==> src/rtl/ptw_pkg.sv <==
package ptw_pkg;

    typedef enum logic [2:0] {
        ST_IDLE     = 3'd0,
        ST_RD_OUTER = 3'd1,
        ST_RD_INNER = 3'd2,
        ST_DONE     = 3'd3,
        ST_FAULT    = 3'd4
    } walk_st_e;

endpackage

==> src/rtl/ptw_entry_addr.sv <==
module ptw_entry_addr #(
    parameter int VA_W    = 32,
    parameter int PG_W    = 10,
    parameter int OUTER_W = 12,
    parameter int ENT_W   = 32
) (
    input  logic             sel_inner,
    input  logic [VA_W-1:0]  va,
    input  logic [ENT_W-1:0] root,
    input  logic [ENT_W-1:0] tbase,
    output logic [ENT_W-1:0] addr
);
    localparam int INNER_W   = VA_W - PG_W - OUTER_W;
    localparam int ENT_BYTES = ENT_W / 8;
    localparam int SH        = $clog2(ENT_BYTES);

    logic [OUTER_W-1:0] outer_idx;
    logic [INNER_W-1:0] inner_idx;
    logic [ENT_W-1:0]   idx_ext;
    logic [ENT_W-1:0]   base;

    assign outer_idx = va[VA_W-1 -: OUTER_W];
    assign inner_idx = va[PG_W +: INNER_W];

    always_comb begin
        base    = sel_inner ? tbase : root;
        idx_ext = sel_inner ? ENT_W'(inner_idx) : ENT_W'(outer_idx);
        addr    = base + (idx_ext << SH);
    end
endmodule

==> src/rtl/ptw_pte_decode.sv <==
module ptw_pte_decode #(
    parameter int ENT_W = 32,
    parameter int PG_W  = 10
) (
    input  logic [ENT_W-1:0] ent,
    output logic             vld,
    output logic [ENT_W-1:0] page_base
);
    logic unused_attr;

    assign vld         = ent[0];
    assign page_base   = {ent[ENT_W-1:PG_W], {PG_W{1'b0}}};
    assign unused_attr = ^ent[PG_W-1:1];
endmodule

==> src/rtl/ptw_two_level.sv <==
module ptw_two_level
    import ptw_pkg::*;
#(
    parameter int VA_W    = 32,
    parameter int PG_W    = 10,
    parameter int OUTER_W = 12,
    parameter int ENT_W   = 32
) (
    input  logic             clk,
    input  logic             rst_n,
    input  logic             req_valid,
    input  logic [VA_W-1:0]  req_vaddr,
    input  logic [ENT_W-1:0] req_root,
    output logic             req_ready,
    output logic             mem_req,
    output logic [ENT_W-1:0] mem_addr,
    input  logic             mem_rvalid,
    input  logic [ENT_W-1:0] mem_rdata,
    output logic             rsp_valid,
    output logic             rsp_fault,
    output logic             rsp_fault_inner,
    output logic [ENT_W-1:0] rsp_paddr
);
    typedef struct packed {
        walk_st_e         st;
        logic [VA_W-1:0]  va;
        logic [ENT_W-1:0] root;
        logic [ENT_W-1:0] tbase;
        logic [ENT_W-1:0] pa;
        logic             flt;
        logic             flt_inner;
    } walk_t;

    walk_t s_d, s_q;

    logic             ent_vld;
    logic [ENT_W-1:0] ent_base;

    ptw_entry_addr #(
        .VA_W(VA_W), .PG_W(PG_W), .OUTER_W(OUTER_W), .ENT_W(ENT_W)
    ) u_addr (
        .sel_inner (s_q.st == ST_RD_INNER),
        .va        (s_q.va),
        .root      (s_q.root),
        .tbase     (s_q.tbase),
        .addr      (mem_addr)
    );

    ptw_pte_decode #(
        .ENT_W(ENT_W), .PG_W(PG_W)
    ) u_dec (
        .ent       (mem_rdata),
        .vld       (ent_vld),
        .page_base (ent_base)
    );

    always_comb begin
        s_d = s_q;
        unique case (s_q.st)
            ST_IDLE: begin
                if (req_valid) begin
                    s_d.st   = ST_RD_OUTER;
                    s_d.va   = req_vaddr;
                    s_d.root = req_root;
                end
            end
            ST_RD_OUTER: begin
                if (mem_rvalid) begin
                    if (ent_vld) begin
                        s_d.st    = ST_RD_INNER;
                        s_d.tbase = ent_base;
                    end else begin
                        s_d.st        = ST_FAULT;
                        s_d.flt       = 1'b1;
                        s_d.flt_inner = 1'b0;
                    end
                end
            end
            ST_RD_INNER: begin
                if (mem_rvalid) begin
                    if (ent_vld) begin
                        s_d.st        = ST_DONE;
                        s_d.flt       = 1'b0;
                        s_d.flt_inner = 1'b0;
                        s_d.pa        = {ent_base[ENT_W-1:PG_W], s_q.va[PG_W-1:0]};
                    end else begin
                        s_d.st        = ST_FAULT;
                        s_d.flt       = 1'b1;
                        s_d.flt_inner = 1'b1;
                    end
                end
            end
            ST_DONE, ST_FAULT: s_d.st = ST_IDLE;
            default:           s_d.st = ST_IDLE;
        endcase
    end

    always_ff @(posedge clk) begin
        if (!rst_n) s_q <= '{st: ST_IDLE, default: '0};
        else        s_q <= s_d;
    end

    assign req_ready       = (s_q.st == ST_IDLE);
    assign mem_req         = (s_q.st == ST_RD_OUTER) || (s_q.st == ST_RD_INNER);
    assign rsp_valid       = (s_q.st == ST_DONE) || (s_q.st == ST_FAULT);
    assign rsp_fault       = s_q.flt;
    assign rsp_fault_inner = s_q.flt_inner;
    assign rsp_paddr       = s_q.pa;

    // an outstanding read keeps its address until served
    a_r9_addr_hold: assert property (@(posedge clk) disable iff (!rst_n)
        (mem_req && !mem_rvalid) |=> (mem_req && $stable(mem_addr)));

    // response strobe lasts one cycle and is followed by idle
    a_r6_one_cycle: assert property (@(posedge clk) disable iff (!rst_n)
        rsp_valid |=> (!rsp_valid && req_ready));

    // the captured address does not move while busy
    a_r7_busy_ignore: assert property (@(posedge clk) disable iff (!rst_n)
        !req_ready |=> $stable(s_q.va));

    // translated address moves only on a completing second-level read
    a_r8_pa_hold: assert property (@(posedge clk) disable iff (!rst_n)
        !(mem_rvalid && s_q.st == ST_RD_INNER) |=> $stable(rsp_paddr));

    // offset bits pass through on success
    a_r5_offset: assert property (@(posedge clk) disable iff (!rst_n)
        (rsp_valid && !rsp_fault) |-> (rsp_paddr[PG_W-1:0] == s_q.va[PG_W-1:0]));

    // a root-level fault comes straight from the root read
    a_r3_outer_fault: assert property (@(posedge clk) disable iff (!rst_n)
        (rsp_valid && rsp_fault && !rsp_fault_inner) |-> ($past(s_q.st) == ST_RD_OUTER));
endmodule

==> config.mk <==
export PLATFORM = sky130hd
export DESIGN_NAME = ptw_two_level
export DESIGN_NICKNAME = d
export VERILOG_FILES = /design/src/rtl/ptw_pkg.sv /design/src/rtl/ptw_entry_addr.sv /design/src/rtl/ptw_pte_decode.sv /design/src/rtl/ptw_two_level.sv
export SDC_FILE = /design/constraint.sdc
export NUM_CORES = 1
export LEC_CHECK = 0
export BUFFER_PORTS_ARGS = -buffer_cell sky130_fd_sc_hd__clkbuf_2
export CAP_MARGIN = 5
export CORE_MARGIN = 5
export CORE_UTILIZATION = 45
export DETAILED_ROUTE_END_ITERATION = 7
export PLACE_DENSITY = 0.71
export SLEW_MARGIN = 30
export SYNTH_ARGS = -nofsm -noshare
export SYNTH_HDL_FRONTEND = slang
export SYNTH_HIERARCHICAL = 1
export SYNTH_SLANG_ARGS = --single-unit
==> constraint.sdc <==
create_clock -name clk -period 3.8 [get_ports clk]
set_clock_uncertainty 0.05 [all_clocks]
set_input_delay 0.57 -clock clk [delete_from_list [all_inputs] [get_ports clk]]
set_output_delay 0.57 -clock clk [all_outputs]
set_load 0.1 [all_outputs]
==> results of run 1 <==
==> power by group through the flow <==
stage               combinational (uW)  clock, uW  sequential [uW]
floorplan                          703          0             1520
global placement                   950          0             1520
detailed placement                 960          0             1520
CTS                                985       1880             1500
global route                      1060       1940             1500
finish                            1000       1850             1500
==> logic make-up after synthesis <==
kind of cell	Yosys count
buf+inv	124
compound gates	135
xor+xnor	27
other cells	1
fa+ha+maj	13
simple gates	321
mux	104
flops	133
==> state kept, by name, indices dropped and copies added, names as in the netlist <==
register and flops:
rsp_fault 1, s_q 99, rsp_paddr 32, rsp_fault_inner 1
==> area by class of cell <==
cell class | instances | share of cell area
sequential | 133 | 0.259
clock inverter | 11 | 0.0189
timing repair buffer | 225 | 0.176
multi-input combinational | 610 | 0.471
inverter | 8 | 0.00292
tap | 216 | 0.0263
clock buffer | 21 | 0.0458
==> placed cells by master (no fill, tap or decap), drive strengths merged, types with 10 or more instances in the layout <==
cell / instances
clkbuf: 153
dfxtp: 133
mux2: 24
a21boi: 67
o21ai: 12
buf: 93
xnor2: 18
mux2i: 80
nand2: 252
a21oi: 22
conb: 10
nand3: 18
ha: 12
nor2: 15
inv: 10
==> worst max-delay path by stage <==
| stage | slack, ns | from | endpoint | cells after the start |
|---|---|---|---|---|
| floorplan | -0.46 | s_q[130]$_SDFFE_PN0P_ | mem_addr[24] | 16 |
| global placement | 0.14 | s_q[130]$_SDFFE_PN0P_ | mem_addr[30] | 11 |
| detailed placement | 0.10 | s_q[130]$_SDFFE_PN0P_ | mem_addr[24] | 12 |
| CTS | -0.25 | s_q[130]$_SDFFE_PN0P_ | mem_addr[24] | 15 |
| global route | -0.32 | s_q[130]$_SDFFE_PN0P_ | mem_addr[28] | 15 |
| finish | -0.22 | s_q[130]$_SDFFE_PN0P_ | mem_addr[24] | 15 |
==> metrics by stage <==
step	setup TNS (ns)	setup slack [ns]	cells	instance area [sq um]
6_report	-2.71	-0.219	1224	10300
5_1_grt	-5.09	-0.321	1224	10300
4_1_cts	-3.66	-0.247	1220	10100
3_5_place_dp	0	0.102	1184	9210
3_3_place_gp	0	0.143	1184	9210
2_1_floorplan	-6.67	-0.458	867	8070
==> routing by layer <==
metal / global-route usage / routed length, um
met5: 0 / 20
met4: 0.0603 / 338
met3: 0.0566 / 1060
met2: 0.340 / 9660
met1: 0.240 / 8230
==> worst reg2reg max path, cell delays in order (launching register included) <==
cell	delay (ns)
dfxtp_1	0.33
buf_4	0.20
or4b_2	1.09
buf_4	0.42
nand2_1	0.12
a21boi_1	0.07
==> repair_timing <==
item | in CTS | in global routing
endpoints found under the setup margin | 22 | 23
gates cloned | 1 | 1
gates resized for setup | 32 | 24
setup buffers | 3 | 3
pin swaps | 10 | 9
hold endpoints to repair | 0 | 0
==> flow_summary.json, run 1 <==
{
  "synthAdderAreaFrac": 0.0231,
  "drive_above_1_share": 0.365,
  "synthMuxAreaShare": 0.145,
  "wirelength_um": 19300,
  "async_reset_ff_frac": 0,
  "antenna_found_initial": 1,
  "slowest_delay_ns": 0.34,
  "p_per_area_mw_per_mm2": 423,
  "die_area_sq_mm": 0.0191,
  "ys_top_cells_by_count": "nand2_1, dfxtp_1, mux2i_1",
  "rr_endpoint": "s_q[74]$_SDFFE_PN0P_",
  "slew_violations": 0,
  "synth-seq-cells": 133,
  "r2r_slack_ns": 1.42,
  "grt_pass1_vias": 6075,
  "grt_max_degree": 76,
  "path_class": "register to output pin",
  "first_pass_iters": 5,
  "cp_common_cell": "buf_12",
  "htreeDepth": 4,
  "synthCells": 858,
  "ys.flop_type": "dfxtp_1",
  "die_h_um": 138,
  "synth_top_family_by_area": "simple AND/OR/NAND/NOR gates",
  "numPortBuffers": 159,
  "path_cells": "nand2b_4 > nor2_4 > buf_12 > mux2_4 > ha_4 > inv_2 > fa_2 > and2b_4 > o2111ai_4 > a311oi_4 > buf_6 > o211ai_1 > buf_4 > xor2_4 > buf_12",
  "power.total_uw": 4340,
  "initial_utilization": 0.461,
  "worstSetupEndpointType": "output pin",
  "design.core.area_sq_mm": 0.0160,
  "diodes": 0,
  "synth_top_area_frac": 0.361,
  "cts_tree": "done",
  "postRouteAntennaNets": 0,
  "drc": 0,
  "whs_endpoint": "s_q[72]$_SDFFE_PN0P_",
  "syn_avg_cell_area_sq_um": 8.60,
  "p_int_uw": 3060,
  "finalCriticalPeriod_ns": 4.02,
  "fillCellCount": 1319,
  "critPathLaunchType": "register",
  "power_frac_clock": 0.425,
  "synth_xor_area_frac": 0.0320,
  "ir_worst_vdd_mv": 0.380,
  "worstPathRequired_ns": 3.18,
  "setup_ws_ns": -0.219,
  "yosys.area_share.simple": 0.189,
  "timing.final.hold_violations": 0,
  "ctsRootBufferMaster": "clkbuf_16",
  "utilization": 0.642,
  "dp_hpwl_um": 13400,
  "synth_edf_count": 0,
  "yosysMostFrequentCell": "nand2_1",
  "clock-sinks": 133,
  "place.gp.congestion": 0.870,
  "multi_input_area_sq_mm": 0.00484,
  "num-nets-final": 1108,
  "synth.largest_area_cell": "dfxtp_1",
  "ff2ff_path_depth": 5,
  "fmax_ghz": 0.249,
  "max_slew_margin": 0.427,
  "leakage_uw": 0.00407,
  "numCtsBuffers": 17,
  "yosysWarnings": 6,
  "hold_buffers": 0,
  "rows": 46,
  "viasPerCell": 5.00,
  "switching_share": 0.296,
  "comb_power_share": 0.230,
  "fin_crit_sh": 1.06,
  "power_switching_uw": 1290,
  "crit_fanout": 11,
  "crit_arrival_ns": 3.40,
  "setup_viol": 20,
  "top_level_ports": 169,
  "yosys.cell_types.count": 61,
  "slowest_stage": "fa_2",
  "min-delay-start": "req_root[6]",
  "cp_num_buf_inv": 5,
  "synth_area_sq_mm": 0.00738,
  "synth.area.top_cells": "dfxtp_1, nand2_1, mux2i_1, buf_4, a21boi_1",
  "fin_hold_ws_ns": 0.314,
  "grt_pass1_wl_um": 30900,
  "areaGrowthSynthToFinish_pct": 39.2,
  "gr-total-overflow": 0,
  "maxCapViolCount": 0,
  "synth.yosys.seq_area_share": 0.361,
  "num_vias": 6122,
  "grt_usage": 0.198,
  "crit-reg2reg-launch": "s_q[132]$_SDFFE_PN0P_",
  "critPathTopFamily": "buffers and inverters",
  "grt_setup_unrepaired": "yes",
  "seq_area_sq_mm": 0.00267,
  "drt_iter0_drc": 329,
  "clk_latency_ns": 0.41,
  "violations": "setup timing",
  "worstHoldPathCells": 3,
  "clk_path_buf_depth": 2,
  "wl_per_cell_um": 15.8,
  "status": "finished, violations left",
  "synth_compound_area_frac": 0.137,
  "hp-class": "input port to register",
  "die_w_um": 138,
  "p_seq_frac": 0.344,
  "clkSlewWorstSetupHoldPaths_ns": 0.06,
  "worst_pin_slew_ns": 0.860
}
(Power assumes the default switching activity.)
==> inputs of run 2 (changes only) <==
--- a/config.mk
+++ b/config.mk
@@ -9,8 +9,9 @@
 export CAP_MARGIN = 5
 export CORE_MARGIN = 5
 export CORE_UTILIZATION = 45
+export CTS_BUF_LIST = sky130_fd_sc_hd__clkbuf_4 sky130_fd_sc_hd__clkbuf_8 sky130_fd_sc_hd__clkbuf_16
 export DETAILED_ROUTE_END_ITERATION = 7
-export PLACE_DENSITY = 0.71
+export PLACE_DENSITY = 0.68
 export SLEW_MARGIN = 30
 export SYNTH_ARGS = -nofsm -noshare
 export SYNTH_HDL_FRONTEND = slang
==> constraint.sdc (replaced) <==
create_clock -name clk -period 4.6 [get_ports clk]
set_clock_uncertainty 0.05 [all_clocks]
set_input_delay 0.69 -clock clk [delete_from_list [all_inputs] [get_ports clk]]
set_output_delay 0.69 -clock clk [all_outputs]
set_load 0.1 [all_outputs]
==> run 2 against run 1 <==
The flow now finishes without violations; cell count shrank 3.9%; via count shrank 4.6%; register-to-register slack gained 1.0 ns; global-route usage shrank 1.5 points; sequential power shrank 18%; critical endpoint is now mem_addr[29]; largest power group unchanged.
==> flow_summary.json, run 2 (synthesized netlist as in run 1, its figures left out) <==
{
  "tns_ns": 0,
  "ctsRootBufferMaster": "clkbuf_16",
  "path_class": "register to output pin",
  "crit_fanout": 10,
  "drc": 0,
  "hold_buffers": 0,
  "grt_setup_unrepaired": "no",
  "design.core.area_sq_mm": 0.0160,
  "critPathLaunchType": "register",
  "cts_tree": "done",
  "place.gp.congestion": 0.819,
  "multi_input_area_sq_mm": 0.00423,
  "crit_arrival_ns": 3.70,
  "fin_hold_ws_ns": 0.399,
  "status": "complete, no violations",
  "fillCellCount": 1507,
  "die_area_sq_mm": 0.0191,
  "rows": 46,
  "diodes": 0,
  "dp_hpwl_um": 12400,
  "clkSlewWorstSetupHoldPaths_ns": 0.06,
  "grt_pass1_vias": 5753,
  "clk_path_buf_depth": 2,
  "viasPerCell": 4.97,
  "wl_per_cell_um": 14.9,
  "worst_pin_slew_ns": 0.919,
  "preCtsSetupSlack_ns": 0.218,
  "first_pass_iters": 5,
  "grt_max_degree": 100,
  "timing.final.hold_violations": 0,
  "maxCapViolCount": 0,
  "fin_cells": 1176,
  "final_common_cell": "nand2_1",
  "numPortBuffers": 159,
  "num_vias": 5840,
  "postRouteAntennaNets": 0,
  "largest_reg_flops": 99,
  "drive_above_1_share": 0.291,
  "clk_latency_ns": 0.42,
  "areaGrowthSynthToFinish_pct": 23.4,
  "worstPathRequired_ns": 3.86,
  "num-nets-final": 1060,
  "layout_common_cells": "nand2_1, clkbuf_2, dfxtp_1, mux2i_1, a21boi_1",
  "dp.cells": 1139,
  "clock-sinks": 133,
  "setup_ws_ns": 0.160,
  "leakage_uw": 0.00368,
  "fin_crit_sh": 0.965,
  "grt_pass1_wl_um": 28700,
  "worstSetupEndpointType": "output pin",
  "die_w_um": 138,
  "grt_usage": 0.183,
  "initial_utilization": 0.461,
  "slew_violations": 0,
  "max_slew_margin": 0.387,
  "finalCriticalPeriod_ns": 4.44,
  "wirelength_um": 17600,
  "die_h_um": 138,
  "antenna_found_initial": 0,
  "numCtsBuffers": 17,
  "seq_area_sq_mm": 0.00266,
  "top_level_ports": 169,
  "hp-class": "register to register",
  "setup_viol": 0,
  "drt_iter0_drc": 310,
  "p_per_area_mw_per_mm2": 358,
  "ir_worst_vdd_mv": 0.270,
  "htreeDepth": 4,
  "gr-total-overflow": 0,
  "fmax_ghz": 0.225,
  "max_flop_register": "s_q"
}
==> run 2: cell types whose count changed in the layout (fill, tap and decap cells not counted), moves of 7 or more <==
| cell | before | now |
|---|---|---|
| ha_4 | 10 | 0 |
| mux2_2 | 12 | 24 |
| a21oi_4 | 7 | 0 |
| xnor2_4 | 14 | 1 |
| mux2_4 | 12 | 0 |
| ha_1 | 2 | 12 |
| xnor2_2 | 2 | 13 |
| a21oi_1 | 9 | 19 |
| buf_4 | 57 | 17 |
==> run 2: through the flow <==
step                      total power [uW]  utilization  cell area [sq um]
final                                 3260        0.569               9110
after global routing                  3400        0.569               9110
after CTS                             3300        0.569               9100
after detailed placement              1960        0.528               8450
after global placement                1960        0.528               8450
after floorplan                       1780            -               7700
==> run 2: worst paths after layout <==
path,cells after the start,end,startpoint,slack [ns]
worst max-delay path,12,mem_addr[29],s_q[130]$_SDFFE_PN0P_,0.16
worst max register to register,5,rsp_paddr[22]$_SDFFE_PN0P_,s_q[130]$_SDFFE_PN0P_,2.44
worst min register to register,2,s_q[127]$_SDFFE_PN0P_,s_q[127]$_SDFFE_PN0P_,0.40
worst min-delay path,2,s_q[127]$_SDFFE_PN0P_,s_q[127]$_SDFFE_PN0P_,0.40
==> run 2: final cells by class <==
type	instances	area share
clock buffers	20	0.0506
multi-input cells	610	0.464
flip-flops and latches	133	0.293
well taps	216	0.0297
repair buffers	177	0.146
inverters	8	0.00330
clock inverters	12	0.0132
==> run 2: worst max-delay path: stages, from the launching register on <==
cell and delay [ns]:
dfxtp_2 0.31, nand2b_1 0.18, nor2_4 0.14, buf_12 0.15, buf_4 0.18, mux2_2 0.36
ha_1 0.42, nor3_1 0.12, nor4b_1 0.52, a211oi_4 0.18, a21oi_1 0.31, xnor2_2 0.18
buf_12 0.21
==> run 2: layer usage <==
metal,up-vias,part of all wire,routed length (um),track usage
li1,3000,-,-,-
met1,2670,0.47,8310,0.238
met2,148,0.47,8190,0.297
met3,22,0.045,792,0.0483
met4,0,0.017,291,0.0603
met5,-,0,0,0
==> run 2: where the power goes <==
part / internal (uW) / switching, uW / leakage [uW]
Sequential: 1200 / 31.6 / 0.00108
Clock: 787 / 536 / 0.000275
Combinational: 235 / 469 / 0.00232
==> run 2: repair_timing <==
action                     in CTS  in global routing
setup endpoints to repair      13                  5
gates resized for setup         1                  2
setup buffers                   5                  0
pin swaps                       3                  0
==> inputs of run 3 (changes only) <==
==> constraint.sdc (replaced) <==
create_clock -name clk -period 5.55 [get_ports clk]
set_clock_uncertainty 0.05 [all_clocks]
set_input_delay 0.8325 -clock clk [delete_from_list [all_inputs] [get_ports clk]]
set_output_delay 0.8325 -clock clk [all_outputs]
set_load 0.1 [all_outputs]
==> run 3 against run 2 <==
Via count decreased by 1.3%; first-iteration DRC count increased by 4.2%; sequential power decreased by 16%; register-to-register slack improved by 0.76 ns; critical path depth decreased by 1; sequential share of layout area increased by 2.2 points; global-route usage decreased by 0.27 points; largest power group unchanged; highest routed layer is now met5.
==> flow_summary.json, run 3 (synthesized netlist as in run 1, its figures left out) <==
{
  "clock-sinks": 133,
  "grt_max_degree": 67,
  "antenna_found_initial": 1,
  "utilization": 0.530,
  "viasPerCell": 4.93,
  "worstPathRequired_ns": 4.67,
  "wl_per_cell_um": 14.8,
  "htreeDepth": 4,
  "max_slew_margin": 0.579,
  "whs_endpoint": "s_q[120]$_SDFFE_PN0P_",
  "num-nets-final": 1053,
  "largest_reg_flops": 99,
  "timing.final.hold_violations": 0,
  "fin_cells": 1168,
  "slew_violations": 0,
  "crit_arrival_ns": 4.36,
  "die_w_um": 138,
  "r2r_slack_ns": 3.20,
  "grt_pass1_vias": 5640,
  "worstSetupEndpointType": "output pin",
  "worst_pin_slew_ns": 0.630,
  "ff2ff_path_depth": 4,
  "cts_tree": "done",
  "rr_endpoint": "s_q[99]$_SDFFE_PN0P_",
  "die_h_um": 138,
  "grt_setup_unrepaired": "no",
  "ir_worst_vdd_mv": 0.213,
  "gr-total-overflow": 0,
  "postRouteAntennaNets": 0,
  "layout_common_cells": "nand2_1, clkbuf_2, dfxtp_1, mux2i_1, a21boi_1",
  "place.gp.congestion": 0.816,
  "final_common_cell": "nand2_1",
  "setup_viol": 0,
  "drive_above_1_share": 0.267,
  "design.core.area_sq_mm": 0.0160,
  "hp-class": "register to register",
  "numPortBuffers": 159,
  "clk_path_buf_depth": 2,
  "drt_iter0_drc": 323,
  "critPathLaunchType": "register",
  "clkSlewWorstSetupHoldPaths_ns": 0.06,
  "fin_crit_sh": 0.945,
  "min-delay-start": "s_q[120]$_SDFFE_PN0P_",
  "dp.cells": 1137,
  "p_per_area_mw_per_mm2": 313,
  "status": "complete, no violations",
  "drc": 0,
  "fmax_ghz": 0.191,
  "rows": 46,
  "grt_pass1_wl_um": 28300,
  "finalCriticalPeriod_ns": 5.24,
  "diodes": 0,
  "areaGrowthSynthToFinish_pct": 14.8,
  "first_pass_iters": 4,
  "maxCapViolCount": 0,
  "clk_latency_ns": 0.41,
  "num_vias": 5762,
  "numCtsBuffers": 17,
  "tns_ns": 0,
  "initial_utilization": 0.461,
  "dp_hpwl_um": 12300,
  "ctsRootBufferMaster": "clkbuf_16",
  "grt_usage": 0.180,
  "leakage_uw": 0.00344,
  "wirelength_um": 17200,
  "crit_fanout": 16,
  "worstHoldPathCells": 2,
  "path_class": "register to output pin",
  "crit-reg2reg-launch": "s_q[132]$_SDFFE_PN0P_",
  "top_level_ports": 169,
  "max_flop_register": "s_q",
  "die_area_sq_mm": 0.0191
}
-- run 3: changes by cell type in the layout (fill, tap and decap cells not counted), sizes merged --
cell	before	now
buf	44	19
clkbuf	153	172
inv	12	10
bufinv	1	2
clkinvlp	4	3
-- run 3: critical path, stage by stage, from the launching register on --
cell and delay [ns]:
dfxtp_1 0.46, nand2b_1 0.27, nor2_4 0.40, buf_4 0.33, mux2_2 0.37, ha_1 0.35
and2b_4 0.19, o2111ai_4 0.14, a311oi_4 0.58, nor2_1 0.16, xnor2_2 0.20, clkbuf_2 0.49
-- run 3: what timing repair did --
item | CTS | global route
resized for setup | 0 | 3
setup buffers | 0 | 0
hold endpoints to repair | 0 | 0
setup endpoints to repair | 0 | 16
hold buffers | 0 | 0
-- run 3: worst max-delay path by stage --
stage | depth (start not counted) | to | start
finish | 11 | mem_addr[14] | s_q[130]$_SDFFE_PN0P_
global route | 11 | mem_addr[21] | s_q[130]$_SDFFE_PN0P_
CTS | 11 | mem_addr[19] | s_q[131]$_SDFFE_PN0P_
detailed placement | 11 | mem_addr[19] | s_q[131]$_SDFFE_PN0P_
global placement | 11 | mem_addr[23] | s_q[131]$_SDFFE_PN0P_
floorplan | 14 | mem_addr[21] | s_q[131]$_SDFFE_PN0P_
-- run 3: area by class of cell --
| class | instances | area [sq um] |
|---|---|---|
| clock buffers | 21 | 468 |
| clock inverters | 10 | 123 |
| fillers | 1554 | 7530 |
| inverters | 8 | 30.0 |
| multi-input cells | 610 | 4010 |
| flip-flops and latches | 133 | 2660 |
| well taps | 216 | 270 |
| repair buffers | 170 | 906 |
-- run 3: power breakdown --
group / internal [uW] / switching [uW]
clock network: 695 / 427
logic: 133 / 369
registers: 995 / 30.9
-- run 3: stage by stage --
| step | setup slack, ns | power, uW | cell area, sq um | hold WS [ns] |
|---|---|---|---|---|
| 2_1_floorplan | 0.0953 | 1460 | 7480 | 0.380 |
| 3_3_place_gp | 0.551 | 1550 | 7860 | 0.389 |
| 3_5_place_dp | 0.499 | 1550 | 7880 | 0.394 |
| 4_1_cts | 0.0392 | 2680 | 8470 | 0.402 |
| 5_1_grt | 0.00608 | 2760 | 8470 | 0.418 |
| 6_report | 0.306 | 2650 | 8470 | 0.399 |
-- run 3: metal layers --
layer | up-vias | GRT usage | wire (um)
met5 | - | 0 | 11
met2 | 154 | 0.280 | 7800
met3 | 21 | 0.0566 | 988
met4 | 2 | 0.0546 | 200
li1 | 2979 | - | -
met1 | 2606 | 0.241 | 8240
